### src/rtl/spi_cmdq_pkg.sv
package spi_cmdq_pkg;

  localparam int DATA_W = 16;
  localparam int CS_W   = 6;
  localparam int ATTR_N = 4;

  localparam logic [3:0] ADDR_CFG   = 4'd0;
  localparam logic [3:0] ADDR_STAT  = 4'd1;
  localparam logic [3:0] ADDR_IEN   = 4'd2;
  localparam logic [3:0] ADDR_PUSH  = 4'd3;
  localparam logic [3:0] ADDR_POP   = 4'd4;
  localparam logic [3:0] ADDR_ATTR0 = 4'd5;
  localparam logic [3:0] ADDR_CNT   = 4'd9;

  typedef struct packed {
    logic [3:0] sizeM1;
    logic       cpol;
    logic       cpha;
    logic       lsbFirst;
  } attr_t;

  typedef struct packed {
    logic load;
    logic edgeEv;
    logic shiftOut;
    logic sampleIn;
    logic done;
  } ctrlStrb_t;

  typedef enum logic [1:0] {ST_IDLE, ST_SETUP, ST_RUN, ST_HOLD} engState_t;

endpackage

### src/rtl/spi_cmdq_fifo.sv
module spi_cmdq_fifo #(
  parameter int WIDTH = 32,
  parameter int DEPTH = 4
) (
  input  logic             clk,
  input  logic             rstN,
  input  logic             flush,
  input  logic             push,
  input  logic             pop,
  input  logic [WIDTH-1:0] wrData,
  output logic [WIDTH-1:0] rdData,
  output logic             full,
  output logic             empty
);
  localparam int PW = (DEPTH > 1) ? $clog2(DEPTH) : 1;
  localparam int CW = $clog2(DEPTH + 1);

  logic [WIDTH-1:0] mem [DEPTH];
  logic [PW-1:0]    wrPtr, rdPtr;
  logic [CW-1:0]    count;
  logic             doPush, doPop;

  function automatic logic [PW-1:0] nextPtr(input logic [PW-1:0] p);
    return (p == PW'(DEPTH - 1)) ? '0 : p + 1'b1;
  endfunction

  assign full   = (count == CW'(DEPTH));
  assign empty  = (count == '0);
  assign doPush = push && !full;
  assign doPop  = pop && !empty;
  assign rdData = mem[rdPtr];

  always_ff @(posedge clk or negedge rstN) begin
    if (!rstN) begin
      wrPtr <= '0;
      rdPtr <= '0;
      count <= '0;
    end else if (flush) begin
      wrPtr <= '0;
      rdPtr <= '0;
      count <= '0;
    end else begin
      if (doPush) wrPtr <= nextPtr(wrPtr);
      if (doPop)  rdPtr <= nextPtr(rdPtr);
      count <= count + CW'(doPush) - CW'(doPop);
    end
  end

  always_ff @(posedge clk) begin
    if (doPush && !flush) mem[wrPtr] <= wrData;
  end

  a_r1_pop_empty_holds: assert property (@(posedge clk) disable iff (!rstN)
    (empty && !push && !flush) |=> empty);

endmodule

### src/rtl/spi_cmdq_ctrl.sv
module spi_cmdq_ctrl
  import spi_cmdq_pkg::*;
#(
  parameter int HALF_CYC = 2
) (
  input  logic       clk,
  input  logic       rstN,
  input  logic       txValid,
  input  logic       masterEn,
  input  logic       eoqHalt,
  input  logic [3:0] frameSizeM1,
  input  logic       frameCpha,
  input  logic       frameCont,
  output ctrlStrb_t  strb,
  output logic       csOn
);
  localparam int TW = $clog2(HALF_CYC) + 1;

  engState_t   state;
  logic [TW-1:0] timer;
  logic [4:0]  edgeCnt;
  logic [4:0]  lastEdge;
  logic        keepCs;
  logic        tick;
  logic        leading;

  assign tick     = (timer == TW'(HALF_CYC - 1));
  assign lastEdge = {frameSizeM1, 1'b1};
  assign leading  = !edgeCnt[0];
  assign csOn     = (state != ST_IDLE) || keepCs;

  always_comb begin
    strb          = '0;
    strb.load     = (state == ST_IDLE) && txValid && masterEn && !eoqHalt;
    strb.edgeEv   = (state == ST_RUN) && tick;
    strb.sampleIn = strb.edgeEv && (leading ^ frameCpha);
    strb.shiftOut = strb.edgeEv && !(leading ^ frameCpha);
    strb.done     = (state == ST_HOLD) && tick;
  end

  always_ff @(posedge clk or negedge rstN) begin
    if (!rstN) begin
      state   <= ST_IDLE;
      timer   <= '0;
      edgeCnt <= '0;
      keepCs  <= 1'b0;
    end else begin
      case (state)
        ST_IDLE: begin
          if (strb.load) begin
            state  <= ST_SETUP;
            timer  <= '0;
            keepCs <= 1'b0;
          end
        end
        ST_SETUP: begin
          if (tick) begin
            state   <= ST_RUN;
            timer   <= '0;
            edgeCnt <= '0;
          end else begin
            timer <= timer + 1'b1;
          end
        end
        ST_RUN: begin
          if (tick) begin
            timer <= '0;
            if (edgeCnt == lastEdge) state <= ST_HOLD;
            else edgeCnt <= edgeCnt + 1'b1;
          end else begin
            timer <= timer + 1'b1;
          end
        end
        ST_HOLD: begin
          if (tick) begin
            state  <= ST_IDLE;
            timer  <= '0;
            keepCs <= frameCont;
          end else begin
            timer <= timer + 1'b1;
          end
        end
        default: state <= ST_IDLE;
      endcase
    end
  end

  a_r6_idle_while_halted: assert property (@(posedge clk) disable iff (!rstN)
    (state == ST_IDLE && eoqHalt) |=> (state == ST_IDLE));

  a_r3_frame_edge_total: assert property (@(posedge clk) disable iff (!rstN)
    strb.done |-> (edgeCnt == lastEdge));

  a_r5_cs_kept_after_cont: assert property (@(posedge clk) disable iff (!rstN)
    (strb.done && frameCont) |=> csOn);

endmodule

### src/rtl/spi_cmdq_datapath.sv
module spi_cmdq_datapath
  import spi_cmdq_pkg::*;
#(
  parameter int FIFO_DEPTH = 4,
  parameter int CNT_W      = 16
) (
  input  logic             clk,
  input  logic             rstN,
  input  logic [3:0]       regAddr,
  input  logic             regWr,
  input  logic             regRd,
  input  logic [31:0]      regWrData,
  output logic [31:0]      regRdData,
  input  ctrlStrb_t        strb,
  input  logic             csOn,
  output logic             txValid,
  output logic             masterEn,
  output logic             eoqHalt,
  output logic [3:0]       frameSizeM1,
  output logic             frameCpha,
  output logic             frameCont,
  input  logic             miso,
  output logic             mosi,
  output logic             sck,
  output logic [CS_W-1:0]  pcs,
  output logic             irq
);
  localparam logic [3:0] MIN_SIZE_M1 = 4'd3;

  logic              cfgMaster;
  logic [CS_W-1:0]   cfgInactive;
  logic              irqEn, eoqFlag, ovfFlag, udfFlag;
  attr_t             attrReg [ATTR_N];
  attr_t             curAttr, headAttr;
  logic [CS_W-1:0]   curMask;
  logic              curCont, curEoq;
  logic [DATA_W-1:0] txShift, rxShift, rxAligned, headData, msbAligned;
  logic              mosiReg, sckReg;
  logic [CNT_W-1:0]  xferCnt;

  logic        wrCfg, wrStat, wrIen, pushReq, popReq;
  logic [31:0] txHead;
  logic [DATA_W-1:0] rxHead;
  logic        txFull, txEmpty, rxFull, rxEmpty;
  logic        unusedCmdBits;
  logic        unusedRxFull;

  assign wrCfg   = regWr && (regAddr == ADDR_CFG);
  assign wrStat  = regWr && (regAddr == ADDR_STAT);
  assign wrIen   = regWr && (regAddr == ADDR_IEN);
  assign pushReq = regWr && (regAddr == ADDR_PUSH);
  assign popReq  = regRd && (regAddr == ADDR_POP);

  spi_cmdq_fifo #(.WIDTH(32), .DEPTH(FIFO_DEPTH)) txQueue (
    .clk(clk), .rstN(rstN), .flush(wrCfg && regWrData[11]),
    .push(pushReq), .pop(strb.load), .wrData(regWrData),
    .rdData(txHead), .full(txFull), .empty(txEmpty)
  );

  spi_cmdq_fifo #(.WIDTH(DATA_W), .DEPTH(FIFO_DEPTH)) rxQueue (
    .clk(clk), .rstN(rstN), .flush(wrCfg && regWrData[10]),
    .push(strb.done), .pop(popReq), .wrData(rxAligned),
    .rdData(rxHead), .full(rxFull), .empty(rxEmpty)
  );

  assign unusedCmdBits = ^{txHead[30], txHead[25:22]};
  assign unusedRxFull  = rxFull;

  // attribute sets, one register per index
  for (genvar g = 0; g < ATTR_N; g++) begin : gAttr
    always_ff @(posedge clk or negedge rstN) begin
      if (!rstN) begin
        attrReg[g] <= '{sizeM1: 4'd7, cpol: 1'b0, cpha: 1'b0, lsbFirst: 1'b0};
      end else if (regWr && (regAddr == ADDR_ATTR0 + 4'(g))) begin
        attrReg[g].sizeM1   <= (regWrData[30:27] < MIN_SIZE_M1) ? MIN_SIZE_M1 : regWrData[30:27];
        attrReg[g].cpol     <= regWrData[26];
        attrReg[g].cpha     <= regWrData[25];
        attrReg[g].lsbFirst <= regWrData[24];
      end
    end
  end

  assign headAttr   = attrReg[txHead[29:28]];
  assign headData   = txHead[15:0];
  assign msbAligned = headData << (4'd15 - headAttr.sizeM1);
  assign rxAligned  = curAttr.lsbFirst ? (rxShift >> (4'd15 - curAttr.sizeM1)) : rxShift;

  // configuration and flags
  always_ff @(posedge clk or negedge rstN) begin
    if (!rstN) begin
      cfgMaster   <= 1'b0;
      cfgInactive <= '1;
      irqEn       <= 1'b0;
      eoqFlag     <= 1'b0;
      ovfFlag     <= 1'b0;
      udfFlag     <= 1'b0;
    end else begin
      if (wrCfg) begin
        cfgMaster   <= regWrData[31];
        cfgInactive <= regWrData[21:16];
      end
      if (wrIen) irqEn <= regWrData[28];
      if (wrStat && regWrData[28]) eoqFlag <= 1'b0;
      if (wrStat && regWrData[0])  ovfFlag <= 1'b0;
      if (wrStat && regWrData[1])  udfFlag <= 1'b0;
      if (strb.done && curEoq)     eoqFlag <= 1'b1;
      if (pushReq && txFull)       ovfFlag <= 1'b1;
      if (popReq && rxEmpty)       udfFlag <= 1'b1;
    end
  end

  // frame shifter, serial clock and counter
  always_ff @(posedge clk or negedge rstN) begin
    if (!rstN) begin
      curAttr <= '{sizeM1: 4'd7, cpol: 1'b0, cpha: 1'b0, lsbFirst: 1'b0};
      curMask <= '0;
      curCont <= 1'b0;
      curEoq  <= 1'b0;
      txShift <= '0;
      rxShift <= '0;
      mosiReg <= 1'b0;
      sckReg  <= 1'b0;
      xferCnt <= '0;
    end else begin
      if (strb.load) begin
        curAttr <= headAttr;
        curMask <= txHead[21:16];
        curCont <= txHead[31];
        curEoq  <= txHead[27];
        sckReg  <= headAttr.cpol;
        rxShift <= '0;
        if (txHead[26]) xferCnt <= '0;
        if (!headAttr.cpha) begin
          mosiReg <= headAttr.lsbFirst ? headData[0] : msbAligned[DATA_W-1];
          txShift <= headAttr.lsbFirst ? (headData >> 1) : (msbAligned << 1);
        end else begin
          txShift <= headAttr.lsbFirst ? headData : msbAligned;
        end
      end
      if (strb.edgeEv) sckReg <= !sckReg;
      if (strb.shiftOut) begin
        mosiReg <= curAttr.lsbFirst ? txShift[0] : txShift[DATA_W-1];
        txShift <= curAttr.lsbFirst ? (txShift >> 1) : (txShift << 1);
      end
      if (strb.sampleIn)
        rxShift <= curAttr.lsbFirst ? {miso, rxShift[DATA_W-1:1]} : {rxShift[DATA_W-2:0], miso};
      if (strb.done) xferCnt <= xferCnt + 1'b1;
    end
  end

  assign txValid     = !txEmpty;
  assign masterEn    = cfgMaster;
  assign eoqHalt     = eoqFlag;
  assign frameSizeM1 = curAttr.sizeM1;
  assign frameCpha   = curAttr.cpha;
  assign frameCont   = curCont;
  assign mosi        = mosiReg;
  assign sck         = sckReg;
  assign pcs         = cfgInactive ^ (csOn ? curMask : '0);
  assign irq         = eoqFlag && irqEn;

  always_comb begin
    regRdData = '0;
    case (regAddr)
      ADDR_CFG:  regRdData = {cfgMaster, 9'd0, cfgInactive, 16'd0};
      ADDR_STAT: regRdData = {3'd0, eoqFlag, 26'd0, udfFlag, ovfFlag};
      ADDR_IEN:  regRdData = {3'd0, irqEn, 28'd0};
      ADDR_POP:  regRdData = rxEmpty ? 32'd0 : {16'd0, rxHead};
      ADDR_CNT:  regRdData = {{(32-CNT_W){1'b0}}, xferCnt};
      4'd5, 4'd6, 4'd7, 4'd8: begin
        regRdData = {1'b0, attrReg[2'(regAddr - ADDR_ATTR0)], 24'd0};
      end
      default:   regRdData = '0;
    endcase
  end

  a_r1_overflow_flag: assert property (@(posedge clk) disable iff (!rstN)
    (pushReq && txFull) |=> ovfFlag);

  a_r1_underflow_flag: assert property (@(posedge clk) disable iff (!rstN)
    (popReq && rxEmpty) |=> udfFlag);

  a_r6_eoq_sets_flag: assert property (@(posedge clk) disable iff (!rstN)
    (strb.done && curEoq) |=> eoqFlag);

  a_r6_no_start_halted: assert property (@(posedge clk) disable iff (!rstN)
    eoqFlag |-> !strb.load);

  a_r9_no_start_disabled: assert property (@(posedge clk) disable iff (!rstN)
    !cfgMaster |-> !strb.load);

  a_r8_count_step: assert property (@(posedge clk) disable iff (!rstN)
    strb.done |=> (xferCnt == $past(xferCnt) + 1'b1));

endmodule

### src/rtl/spi_cmdq_engine.sv
module spi_cmdq_engine
  import spi_cmdq_pkg::*;
#(
  parameter int FIFO_DEPTH   = 4,
  parameter int SCK_HALF_CYC = 2,
  parameter int CNT_W        = 16
) (
  input  logic        clk,
  input  logic        rstN,
  input  logic [3:0]  regAddr,
  input  logic        regWr,
  input  logic        regRd,
  input  logic [31:0] regWrData,
  output logic [31:0] regRdData,
  input  logic        miso,
  output logic        sck,
  output logic        mosi,
  output logic [5:0]  pcs,
  output logic        irq
);
  ctrlStrb_t  strb;
  logic       csOn, txValid, masterEn, eoqHalt, frameCpha, frameCont;
  logic [3:0] frameSizeM1;

  spi_cmdq_ctrl #(.HALF_CYC(SCK_HALF_CYC)) ctrl (
    .clk(clk), .rstN(rstN), .txValid(txValid), .masterEn(masterEn),
    .eoqHalt(eoqHalt), .frameSizeM1(frameSizeM1), .frameCpha(frameCpha),
    .frameCont(frameCont), .strb(strb), .csOn(csOn)
  );

  spi_cmdq_datapath #(.FIFO_DEPTH(FIFO_DEPTH), .CNT_W(CNT_W)) dp (
    .clk(clk), .rstN(rstN), .regAddr(regAddr), .regWr(regWr), .regRd(regRd),
    .regWrData(regWrData), .regRdData(regRdData), .strb(strb), .csOn(csOn),
    .txValid(txValid), .masterEn(masterEn), .eoqHalt(eoqHalt),
    .frameSizeM1(frameSizeM1), .frameCpha(frameCpha), .frameCont(frameCont),
    .miso(miso), .mosi(mosi), .sck(sck), .pcs(pcs), .irq(irq)
  );

endmodule

### config.mk
export PLATFORM = sky130hd
export DESIGN_NAME = spi_cmdq_engine
export DESIGN_NICKNAME = d
export VERILOG_FILES = /design/src/rtl/spi_cmdq_pkg.sv /design/src/rtl/spi_cmdq_fifo.sv /design/src/rtl/spi_cmdq_ctrl.sv /design/src/rtl/spi_cmdq_datapath.sv /design/src/rtl/spi_cmdq_engine.sv
export SDC_FILE = /design/constraint.sdc
export NUM_CORES = 1
export LEC_CHECK = 0
export BUFFER_PORTS_ARGS = -buffer_cell sky130_fd_sc_hd__buf_2
export CORE_UTILIZATION = 69
export CTS_BUF_LIST = sky130_fd_sc_hd__clkbuf_4 sky130_fd_sc_hd__clkbuf_8
export DETAILED_ROUTE_END_ITERATION = 8
export PLACE_DENSITY = 0.89
export SYNTH_ARGS = -nofsm -noshare
export SYNTH_HDL_FRONTEND = slang
export SYNTH_SLANG_ARGS = --single-unit
### constraint.sdc
create_clock -name clk -period 7.9 [get_ports clk]
set_input_delay 1.185 -clock clk [delete_from_list [all_inputs] [get_ports clk]]
set_output_delay 1.185 -clock clk [all_outputs]
set_load 0.01 [all_outputs]
==> results of run 1 <==
state kept, by name, summed over array words and instances (netlist names), 6 cells and up:
| signal | flops |
|---|---|
| dp.cfgInactive | 6 |
| dp.rxQueue.mem | 64 |
| dp.txQueue.mem | 108 |
| dp.txShift | 16 |
| dp.attrReg | 28 |
| dp.curMask | 6 |
| dp.xferCnt | 16 |
| dp.rxShift | 16 |
logic make-up (layout without fill, tap and decap cells):
group | Yosys count | after routing
compound gates | 249 | 249
xor+xnor | 20 | 20
fa+ha+maj | 27 | 27
buf+inv | 92 | 201
flops | 299 | 299
mux | 182 | 182
other cells | 1 | 3
simple gates | 358 | 358
path summary, 6_finish.rpt:
check,start,to,slack [ps],cells past startpoint
max,regAddr[0],regRdData[2],3210,7
min,dp.curMask[4],dp.curMask[4],480,2
max reg2reg,dp.txQueue.rdPtr[0],dp.txShift[6],3650,8
min reg2reg,dp.curMask[4],dp.curMask[4],480,2
max in group asynchronous,rstN,dp.curAttr[0],5770,2
min in group asynchronous,rstN,dp.rxShift[12],700,1
layer usage:
layer / wire (um) / part of all wire / vias up
met1: 13600 / 0.38 / 5291
met3: 2850 / 0.079 / 89
met4: 1260 / 0.035 / 0
met2: 18300 / 0.51 / 602
met5: 0 / 0 / -
li1: - / - / 4761
critical path: stages:
cell     delay, ps
buf_2          230
inv_1          160
ha_1           420
nand2_1        150
nor2_1         900
a22o_1         300
buf_2          140
synthesized netlist by cell type (4+ instances only):
| library cell | count | area share |
|---|---|---|
| inv_1 | 27 | 0.0067 |
| o211ai_1 | 5 | 0.0025 |
| nand2_1 | 166 | 0.041 |
| buf_2 | 7 | 0.0023 |
| mux2_2 | 48 | 0.036 |
| mux2i_4 | 6 | 0.0089 |
| mux2i_2 | 5 | 0.0045 |
| xnor2_1 | 13 | 0.0075 |
| a32oi_1 | 5 | 0.0029 |
| o21ai_0 | 77 | 0.025 |
| nand4_1 | 10 | 0.0041 |
| ha_1 | 25 | 0.021 |
| dfrtp_1 | 106 | 0.17 |
| a21oi_1 | 58 | 0.019 |
| nand2b_1 | 15 | 0.0062 |
| and2_1 | 11 | 0.0045 |
| edfxtp_1 | 172 | 0.34 |
| and3_1 | 24 | 0.0099 |
| mux2i_1 | 65 | 0.043 |
| buf_1 | 13 | 0.0032 |
| clkbuf_1 | 32 | 0.0079 |
| nor2b_1 | 11 | 0.0045 |
| a22o_1 | 16 | 0.0092 |
| a221oi_1 | 4 | 0.0023 |
| mux4_2 | 53 | 0.078 |
| dfstp_2 | 21 | 0.036 |
| nand3_1 | 26 | 0.0086 |
| xor2_1 | 7 | 0.0040 |
| o22ai_1 | 24 | 0.0099 |
| buf_6 | 7 | 0.0052 |
| nor2_1 | 72 | 0.018 |
| nor3_1 | 14 | 0.0046 |
| buf_4 | 4 | 0.0020 |
| or3_1 | 4 | 0.0016 |
| mux2_4 | 5 | 0.0049 |
| a31oi_1 | 6 | 0.0025 |
| o2bb2ai_1 | 5 | 0.0029 |
| a211oi_1 | 8 | 0.0039 |
final cells by class:
| class | instances | area [um^2] |
|---|---|---|
| Antenna cell | 1 | 2.50 |
| Multi-Input combinational cell | 838 | 6410 |
| Timing Repair Buffer | 87 | 463 |
| Fill cell | 1157 | 4550 |
| Clock inverter | 21 | 218 |
| Tap cell | 275 | 344 |
| Clock buffer | 65 | 820 |
| Sequential cell | 299 | 8370 |
| Inverter | 28 | 105 |
power breakdown:
| group | switching [mW] | internal (mW) | total (mW) |
|---|---|---|---|
| logic | 1.37 | 0.983 | 2.35 |
| registers | 0.333 | 1.94 | 2.27 |
| clock network | 0.618 | 0.808 | 1.43 |
| total | 2.32 | 3.73 | 6.05 |
metrics by stage:
step	utilization	setup slack, ps	area [um^2]	hold WS, ps	std cells
floorplan	-	3910	15200	446	1229
CTS	0.786	3280	16700	486	1613
global route	0.786	3050	16700	521	1613
finish	0.786	3210	16700	481	1614
global placement	0.737	3430	15700	453	1527
detailed placement	0.737	3300	15700	464	1527
cells in the final DEF (no fill, tap or decap), types with 9 or more instances in the layout:
cell	synthesis	layout
clkbuf_8	0	53
dfstp_2	21	21
nand2_1	166	166
edfxtp_1	172	172
nor2_1	72	72
and2_1	11	11
nand4_1	10	10
nor3_1	14	14
inv_1	27	27
nor2b_1	11	11
nand3_1	26	26
buf_2	7	76
o22ai_1	24	24
mux2i_1	65	65
and3_1	24	24
mux4_2	53	53
clkbuf_4	0	12
clkinv_1	1	9
dfrtp_1	106	104
nand2b_1	15	15
a22o_1	16	16
buf_4	4	11
a21oi_1	58	58
ha_1	25	25
xnor2_1	13	13
mux2_2	48	48
o21ai_0	77	77
==> flow_summary_export.csv, run 1 <==
group,metric,value,unit
yosys,synthSimpleGateAreaFrac,0.105,
clock_tree,cts_sinks,299,
sta,layout_min_cycle_time,4690,ps
yosys,synthesis.area,15200,um^2
finish,syn2layout_area_growth,10.0,%
sta,drv_slew,0,
grt,grt_pass1_wl,56.5,mm
yosys,synth_warnings,0,
route,vias_per_cell,6.66,
yosys,synth_compound_area_frac,0.106,
yosys,syn_area_per_cell,12.4,um^2
power,leakage,6.57,nW
setup_path,arrival,3510,ps
setup_path,worst_setup_path_end_kind,"primary output",
finish,drive_gt1_frac,0.236,
grt,met3_usage,0.0491,
placement,gp_congestion,0.951,
setup_path,start_kind,"primary input",
floorplan,start_util,0.715,
floorplan,num_rows,53,
route,drt-pass1-iter-count,9,
floorplan,die_area,22600,um^2
finish,fin_nets,1369,
job,maxCapViolCount,0,
grt,track_usage,0.329,
clock_tree,clock_tree.buffer_depth,3,
sta,final.period_utilization,0.594,
yosys,yosysUniqueCellTypes,70,
power,ir_worst_vdd,0.255,mV
clock_tree,cts_resized,0,
route,drt_iter0_drc,948,
sta,fin_setup_tns,0,ps
placement,dp_hpwl,23.9,mm
setup_path,worstSetupPathType,"primary input to primary output",
clock_tree,clk_pin_slew,70,ps
grt,grt-ovfl-total,0,
grt,grt_util_met2,0.568,
setup_path,cp_max_fo,17,
setup_path,cp.required,6710,ps
sta,rsz0062_at_grt,"no",
sta,setup_viol,0,
hold_path,hold_path_class,"flip-flop to flip-flop",
yosys,synth_top_family_by_area,"multiplexers",
sta,finalHoldViolCount,0,
grt,grt_max_degree,67,
clock_tree,clockRootBuffer,"clkbuf_8",
route,drt-total-wl,36.1,mm
yosys,synth-edff-count,172,
sta,fmax,213,MHz
grt,globalRouteMet1Util,0.418,
clock_tree,worstSkewPairLatency,580,ps
placement,io_buffers,77,
clock_tree,post_cts_buffers,0,
yosys,synth_xor_area_frac,0.0115,
sta,worst_slew_pin_slew,1340,ps
floorplan,die_w,150,um
clock_tree,cts_made_buffers,47,
power,power,6.05,mW
floorplan,design.core.area,21300,um^2
clock_tree,htreeDepth,2,
yosys,ys.flop_type,"edfxtp_1",
grt,grt_pass1_vias,10843,
status,status,"finished clean",
clock_tree,hold_buffers,0,
clock_tree,cts_tree,"done",
floorplan,io_pins,82,
route,ant_nets,0,
yosys,synth_seq_cells,299,
yosys,synth_mux_area_frac,0.175,
yosys,postSynthCellCount,1228,
floorplan,die_h,150,um
route,remaining_drc_errors,0,
power,p_per_area,362,nW/um^2
route,vias,10743,
grt,grt_busiest_layer,"met2",
grt,antenna_found_initial,0,
yosys,synth_fa_ha_area_frac,0.0232,
yosys,yosysSeqAreaShare,0.550,
sta,clock_skew,14.6,ps
yosys,async_flop_share,0.425,
route,wl_per_cell,22.3,um
sta,max_slew_margin,0.108,
No activity file was read; power rests on OpenSTA's default activity.
==> inputs of run 2 (changes only) <==
--- a/config.mk
+++ b/config.mk
@@ -5,11 +5,12 @@
 export SDC_FILE = /design/constraint.sdc
 export NUM_CORES = 1
 export LEC_CHECK = 0
+export ABC_AREA = 1
 export BUFFER_PORTS_ARGS = -buffer_cell sky130_fd_sc_hd__buf_2
-export CORE_UTILIZATION = 69
+export CORE_UTILIZATION = 58
 export CTS_BUF_LIST = sky130_fd_sc_hd__clkbuf_4 sky130_fd_sc_hd__clkbuf_8
 export DETAILED_ROUTE_END_ITERATION = 8
-export PLACE_DENSITY = 0.89
+export PLACE_DENSITY = 0.79
 export SYNTH_ARGS = -nofsm -noshare
 export SYNTH_HDL_FRONTEND = slang
 export SYNTH_SLANG_ARGS = --single-unit
==> constraint.sdc (replaced) <==
create_clock -name clk -period 4.1 [get_ports clk]
set_input_delay 0.615 -clock clk [delete_from_list [all_inputs] [get_ports clk]]
set_output_delay 0.615 -clock clk [all_outputs]
set_load 0.01 [all_outputs]
==> run 2 against run 1 <==
Worst setup slack lost 2600 ps. Largest cell class unchanged. Critical path type unchanged. Non-clock buffer count rose by 13. Routed wire length grew 0.87%. First-iteration DRC count rose by 0.95%. Sequential power grew 83%. Design area down 0.30%. Critical endpoint is now regRdData[27].
==> flow_summary_export.csv, run 2 <==
group,metric,value,unit
status,status,"finished clean",
route,wl_met2,18.1,mm
yosys,synth_common_cells,"nand2_1 (332), o21ai_0 (213), edfxtp_1 (172)",
grt,grt_pass1_wl,58.3,mm
grt,track_usage,0.278,
yosys,synth-edff-count,172,
route,vias,12270,
route,drt-met1-wl,15.0,mm
yosys,yosysUniqueCellTypes,54,
hold_path,hold_path_class,"primary input to asynchronous set/reset pin",
yosys,ys.flop_type,"edfxtp_1",
route,drt_iter0_drc,957,
finish,fin_nets,1826,
clock_tree,clk_pin_slew,60,ps
setup_path,cp_max_fo,22,
clock_tree,cts_tree,"done",
finish,drive_gt1_frac,0.133,
finish,syn2layout_area_growth,10.5,%
setup_path,r2r_start,"dp.txQueue.rdPtr[0]",
route,vias_per_cell,5.77,
setup_path,cp.required,3480,ps
route,remaining_drc_errors,0,
clock_tree,clockRootBuffer,"clkbuf_8",
placement,gp_congestion,0.933,
yosys,synthTopCellsByArea,"edfxtp_1 (34%), dfrtp_1 (18%), nand2_1 (8.3%)",
floorplan,start_util,0.596,
yosys,yosysMostFrequentCell,"nand2_1",
power,ir_worst_vdd,0.415,mV
placement,dp_cells,2038,
power,switching_share,0.437,
route,wl_per_cell,17.1,um
sta,final.period_utilization,0.862,
power,leakage,6.91,nW
setup_path,worstSetupPathType,"primary input to primary output",
sta,fin_setup_tns,0,ps
sta,setup_viol,0,
power,p_switching,5.26,mW
finish,layout_common_cells,"nand2_1 (332), o21ai_0 (213), edfxtp_1 (172)",
clock_tree,cts_made_buffers,48,
yosys,syn_area_per_cell,9.00,um^2
clock_tree,post_cts_buffers,0,
clock_tree,worstSkewPairLatency,570,ps
route,drt-total-wl,36.4,mm
setup_path,arrival,2920,ps
floorplan,design.core.area,25300,um^2
sta,finalHoldViolCount,0,
yosys,async_flop_share,0.425,
power,p_int,6.79,mW
finish,largest_reg_flops,108,
sta,layout_min_cycle_time,3530,ps
grt,grt-ovfl-total,0,
setup_path,worst_setup_path_end_kind,"primary output",
placement,dp_hpwl,24.8,mm
sta,max_slew_margin,0.226,
power,p_per_area,722,nW/um^2
job,maxCapViolCount,0,
grt,grt_max_degree,48,
yosys,synth_top_area_cell,"edfxtp_1",
finish,layoutNonFillerInstCount,2127,
yosys,postSynthCellCount,1679,
clock_tree,hold_buffers,0,
finish,final_common_cell,"nand2_1",
yosys,synth_top_area_frac,0.342,
yosys,yosysSeqAreaShare,0.554,
sta,worst_slew_pin_slew,1150,ps
finish,filler_cell_count,2028,
floorplan,die_area,26700,um^2
clock_tree,cts_sinks,299,
placement,io_buffers,77,
floorplan,die_h,163,um
yosys,synth_seq_cells,299,
grt,antenna_found_initial,0,
clock_tree,clock_tree.buffer_depth,3,
route,drt-pass1-iter-count,5,
power,combPwrFrac,0.448,
sta,rsz0062_at_grt,"no",
floorplan,io_pins,82,
yosys,synth_warnings,0,
finish,largest-register,"dp.txQueue.mem",
clock_tree,htreeDepth,2,
setup_path,worst-r2r-setup-slack,1140,ps
power,seq_power_share,0.344,
finish,antenna_cells,0,
setup_path,reg2regPathDepth,13,
sta,fmax,283,MHz
route,ant_nets,0,
route,dr_wl_met3,2.31,mm
floorplan,num_rows,58,
grt,grt_pass1_vias,11721,
setup_path,start_kind,"primary input",
finish,reg_top3,"dp.txQueue.mem (108), dp.rxQueue.mem (64), dp.attrReg (28)",
sta,drv_slew,0,
yosys,synthesis.area,15100,um^2
sta,clock_skew,19.2,ps
clock_tree,cts_resized,0,
setup_path,cp-startpoint,"regAddr[0]",
route,routed.top_layer,"met4",
setup_path,reg2reg_to,"dp.txShift[15]",
floorplan,die_w,163,um
power,p_clk_frac,0.208,
-- run 2: cell type report --
cell class / count / area (um^2) / share of cell area
clock buffer: 66 / 808 / 0.0484
clock inverter: 23 / 128 / 0.00765
inverter: 183 / 689 / 0.0413
multi-input combinational: 1126 / 5720 / 0.343
sequential: 299 / 8370 / 0.502
tap: 330 / 413 / 0.0247
timing repair buffer: 100 / 561 / 0.0336
-- run 2: worst max-delay path by stage --
stage	endpoint	slack (ps)	depth (start not counted)
after floorplan	dp.txQueue.mem[0][0]	790	9
after global placement	dp.rxQueue.count[1]	570	13
after detailed placement	dp.rxQueue.count[2]	400	13
after CTS	regRdData[25]	580	7
after global routing	regRdData[27]	370	7
final	regRdData[27]	570	7
-- run 2: worst max-delay path, cell delays in order --
cell      delay [ps]
buf_2            320
clkinv_1         390
ha_1             440
inv_1            300
a21oi_1           70
a221oi_1         530
buf_2            230
-- run 2: metrics by stage --
step	utilization	total power [mW]	setup WS, ps	cell area (um^2)	hold slack (ps)
floorplan	-	8.26	789	15100	319
global placement	0.622	9.36	565	15800	473
detailed placement	0.622	9.49	398	15800	484
CTS	0.659	12.0	580	16700	60.1
global route	0.659	12.9	371	16700	92.0
finish	0.659	12.1	566	16700	61.1
-- run 2: cells by family (layout without fill, tap and decap cells) --
family / Yosys count / after routing / share of synthesized area
buf+inv: 255 / 372 / 0.0689
xor+xnor: 12 / 12 / 0.00696
fa+ha+maj: 27 / 27 / 0.0234
flops: 299 / 299 / 0.554
other cells: 1 / 2 / 0.000248
mux: 3 / 3 / 0.00199
compound gates: 372 / 372 / 0.141
simple gates: 710 / 710 / 0.203
-- run 2: routing by layer --
layer,up-vias,global-route usage
li1,5925,-
met4,0,0.107
met5,-,0
met1,5849,0.356
met3,73,0.0449
met2,423,0.473
-- run 2: power groups by stage --
stage	registers (mW)	logic [mW]	clock network, mW
floorplan	4.03	4.22	0
global placement	4.17	5.18	0
detailed placement	4.19	5.30	0
CTS	4.14	5.32	2.55
global route	4.21	6.04	2.67
finish	4.15	5.40	2.50
==> inputs of run 3 (changes only) <==
--- a/config.mk
+++ b/config.mk
@@ -7,10 +7,9 @@
 export LEC_CHECK = 0
 export ABC_AREA = 1
 export BUFFER_PORTS_ARGS = -buffer_cell sky130_fd_sc_hd__buf_2
-export CORE_UTILIZATION = 58
-export CTS_BUF_LIST = sky130_fd_sc_hd__clkbuf_4 sky130_fd_sc_hd__clkbuf_8
+export CORE_UTILIZATION = 56
 export DETAILED_ROUTE_END_ITERATION = 8
-export PLACE_DENSITY = 0.79
+export PLACE_DENSITY = 0.77
 export SYNTH_ARGS = -nofsm -noshare
 export SYNTH_HDL_FRONTEND = slang
 export SYNTH_SLANG_ARGS = --single-unit
==> constraint.sdc (replaced) <==
create_clock -name clk -period 4.1 [get_ports clk]
set_input_delay 0.205 -clock clk [delete_from_list [all_inputs] [get_ports clk]]
set_output_delay 0.205 -clock clk [all_outputs]
set_load 0.01 [all_outputs]
==> run 3 against run 2 <==
The run now ends with DRC left. Critical path depth is 6 higher. Sequential power about the same. Worst setup slack better by 350 ps. Largest power group unchanged.
==> flow_summary_export.csv, run 3 (same netlist as run 2, synthesis figures left out) <==
group,metric,value,unit
status,status,"finished, violations left",
status,violations,"DRC",
hold_path,hold_path_class,"primary input to flip-flop",
floorplan,die_w,166,um
setup_path,crit_end,"dp.txShift[15]",
setup_path,crit_family,"simple AND/OR/NAND/NOR gates",
grt,grt_pass1_wl,58.5,mm
finish,largest-register,"dp.txQueue.mem",
setup_path,r2r_start,"dp.txQueue.rdPtr[0]",
sta,clock_skew,15.6,ps
finish,largest_reg_flops,108,
route,vias_per_cell,5.81,
job,maxCapViolCount,0,
setup_path,cp.required,4590,ps
sta,max_slew_margin,0.287,
grt,antenna_found_initial,0,
floorplan,die_area,27600,um^2
power,power,12.5,mW
sta,fin_setup_tns,0,ps
grt,grt_pass1_vias,11587,
finish,layout_common_cells,"nand2_1 (332), o21ai_0 (213), edfxtp_1 (172)",
sta,rsz0062_at_grt,"no",
clock_tree,cts_resized,0,
route,drt-total-wl,36.3,mm
setup_path,reg2regPathDepth,13,
clock_tree,clockRootBuffer,"clkbuf_16",
setup_path,cp-startpoint,"dp.txQueue.rdPtr[0]",
finish,drive_gt1_frac,0.117,
clock_tree,worstSkewPairLatency,570,ps
floorplan,io_pins,82,
finish,fin_nets,1840,
power,leakage,7.07,nW
floorplan,die_h,166,um
route,wl_per_cell,17.0,um
sta,fmax,314,MHz
grt,track_usage,0.262,
placement,dp_hpwl,23.9,mm
setup_path,cp_max_fo,39,
sta,layout_min_cycle_time,3190,ps
setup_path,worst_setup_path_end_kind,"flip-flop",
setup_path,crit_path_frequent_cell,"nand3_1",
route,drt-pass1-iter-count,7,
power,p_per_area,730,nW/um^2
finish,antenna_cells,0,
finish,final_util,0.654,
floorplan,num_rows,59,
grt,grt-ovfl-total,0,
sta,finalHoldViolCount,0,
placement,io_buffers,77,
placement,gp_congestion,0.914,
sta,setup_viol,0,
setup_path,critical_path.max_stage_delay,770,ps
route,ant_nets,0,
route,remaining_drc_errors,5,
route,drt_iter0_drc,959,
setup_path,cp_num_buf_inv,2,
floorplan,start_util,0.575,
clock_tree,clock_tree.buffer_depth,3,
clock_tree,htreeDepth,1,
clock_tree,clk_pin_slew,60,ps
setup_path,reg2reg_to,"dp.txShift[15]",
route,vias,12385,
clock_tree,cts_made_buffers,31,
setup_path,cp_slowest_cell,"dfrtp_2",
power,ir_worst_vdd,0.435,mV
clock_tree,cts_tree,"done",
sta,worst_slew_pin_slew,1060,ps
setup_path,start_kind,"flip-flop",
grt,grt_max_degree,67,
clock_tree,cts_sinks,299,
sta,drv_slew,0,
finish,syn2layout_area_growth,13.8,%
setup_path,worst-r2r-setup-slack,910,ps
finish,reg_top3,"dp.txQueue.mem (108), dp.rxQueue.mem (64), dp.attrReg (28)",
setup_path,crit_chain,"inv_2 > nand2_2 > nand3_4 > nand2_4 > inv_2 > nand2_1 > nand3_1 > and2_1 > nor2_4 > nand3_1 > nand3_1 > nand3_1 > a21oi_2",
setup_path,arrival,3680,ps
setup_path,path_depth,13,
finish,final_common_cell,"nand2_1",
setup_path,worstSetupPathType,"flip-flop to flip-flop",
sta,final.period_utilization,0.777,
floorplan,design.core.area,26300,um^2
[run 3: worst min path at each step]
stage | slack, ps | start | cells past startpoint | endpoint
global route | 100 | regAddr[3] | 4 | dp.ovfFlag
finish | 70 | regAddr[3] | 4 | dp.ovfFlag
detailed placement | 370 | rstN | 1 | dp.xferCnt[11]
CTS | 40 | regAddr[3] | 4 | dp.ovfFlag
floorplan | -90 | rstN | 0 | ctrl.edgeCnt[0]
global placement | 360 | rstN | 1 | dp.xferCnt[10]
[run 3: repair_timing]
item | in CTS | in global routing
hold endpoints to repair | 186 | 0
hold buffers | 34 | 0
setup buffers | 0 | 0
[run 3: worst register-to-register path, cell delays in order (launching register included)]
cell	delay [ps]
dfrtp_2	770
inv_2	300
nand2_2	150
nand3_4	120
nand2_4	220
inv_2	150
nand2_1	80
nand3_1	50
and2_1	300
nor2_4	400
nand3_1	220
nand3_1	130
nand3_1	80
a21oi_2	120
[run 3: metal layers]
metal  track usage  wire length, um
met1         0.355            15700
met2         0.443            17700
met3        0.0284             1940
met4        0.0862              950
met5             0                0
[run 3: through the flow]
step / hold WS, ps / setup WS, ps / cells / area [um^2]
floorplan: -90.6 / 1200 / 1680 / 15100
global placement: 359 / 828 / 2040 / 15700
detailed placement: 372 / 724 / 2040 / 15700
CTS: 40.3 / 942 / 2132 / 17200
global route: 102 / 584 / 2132 / 17200
finish: 66.2 / 914 / 2132 / 17200
[run 3: layout make-up]
cell class / instances / area [um^2]
clock inverters: 21 / 294
well taps: 335 / 419
clock buffers: 37 / 798
flip-flops and latches: 299 / 8370
inverters: 183 / 689
fillers: 2050 / 9100
multi-input cells: 1126 / 5720
repair buffers: 131 / 891
[run 3: power breakdown]
group	switching, mW	internal, mW
Clock	1.16	1.83
Combinational	3.69	1.71
Sequential	0.398	3.76
Total	5.25	7.30
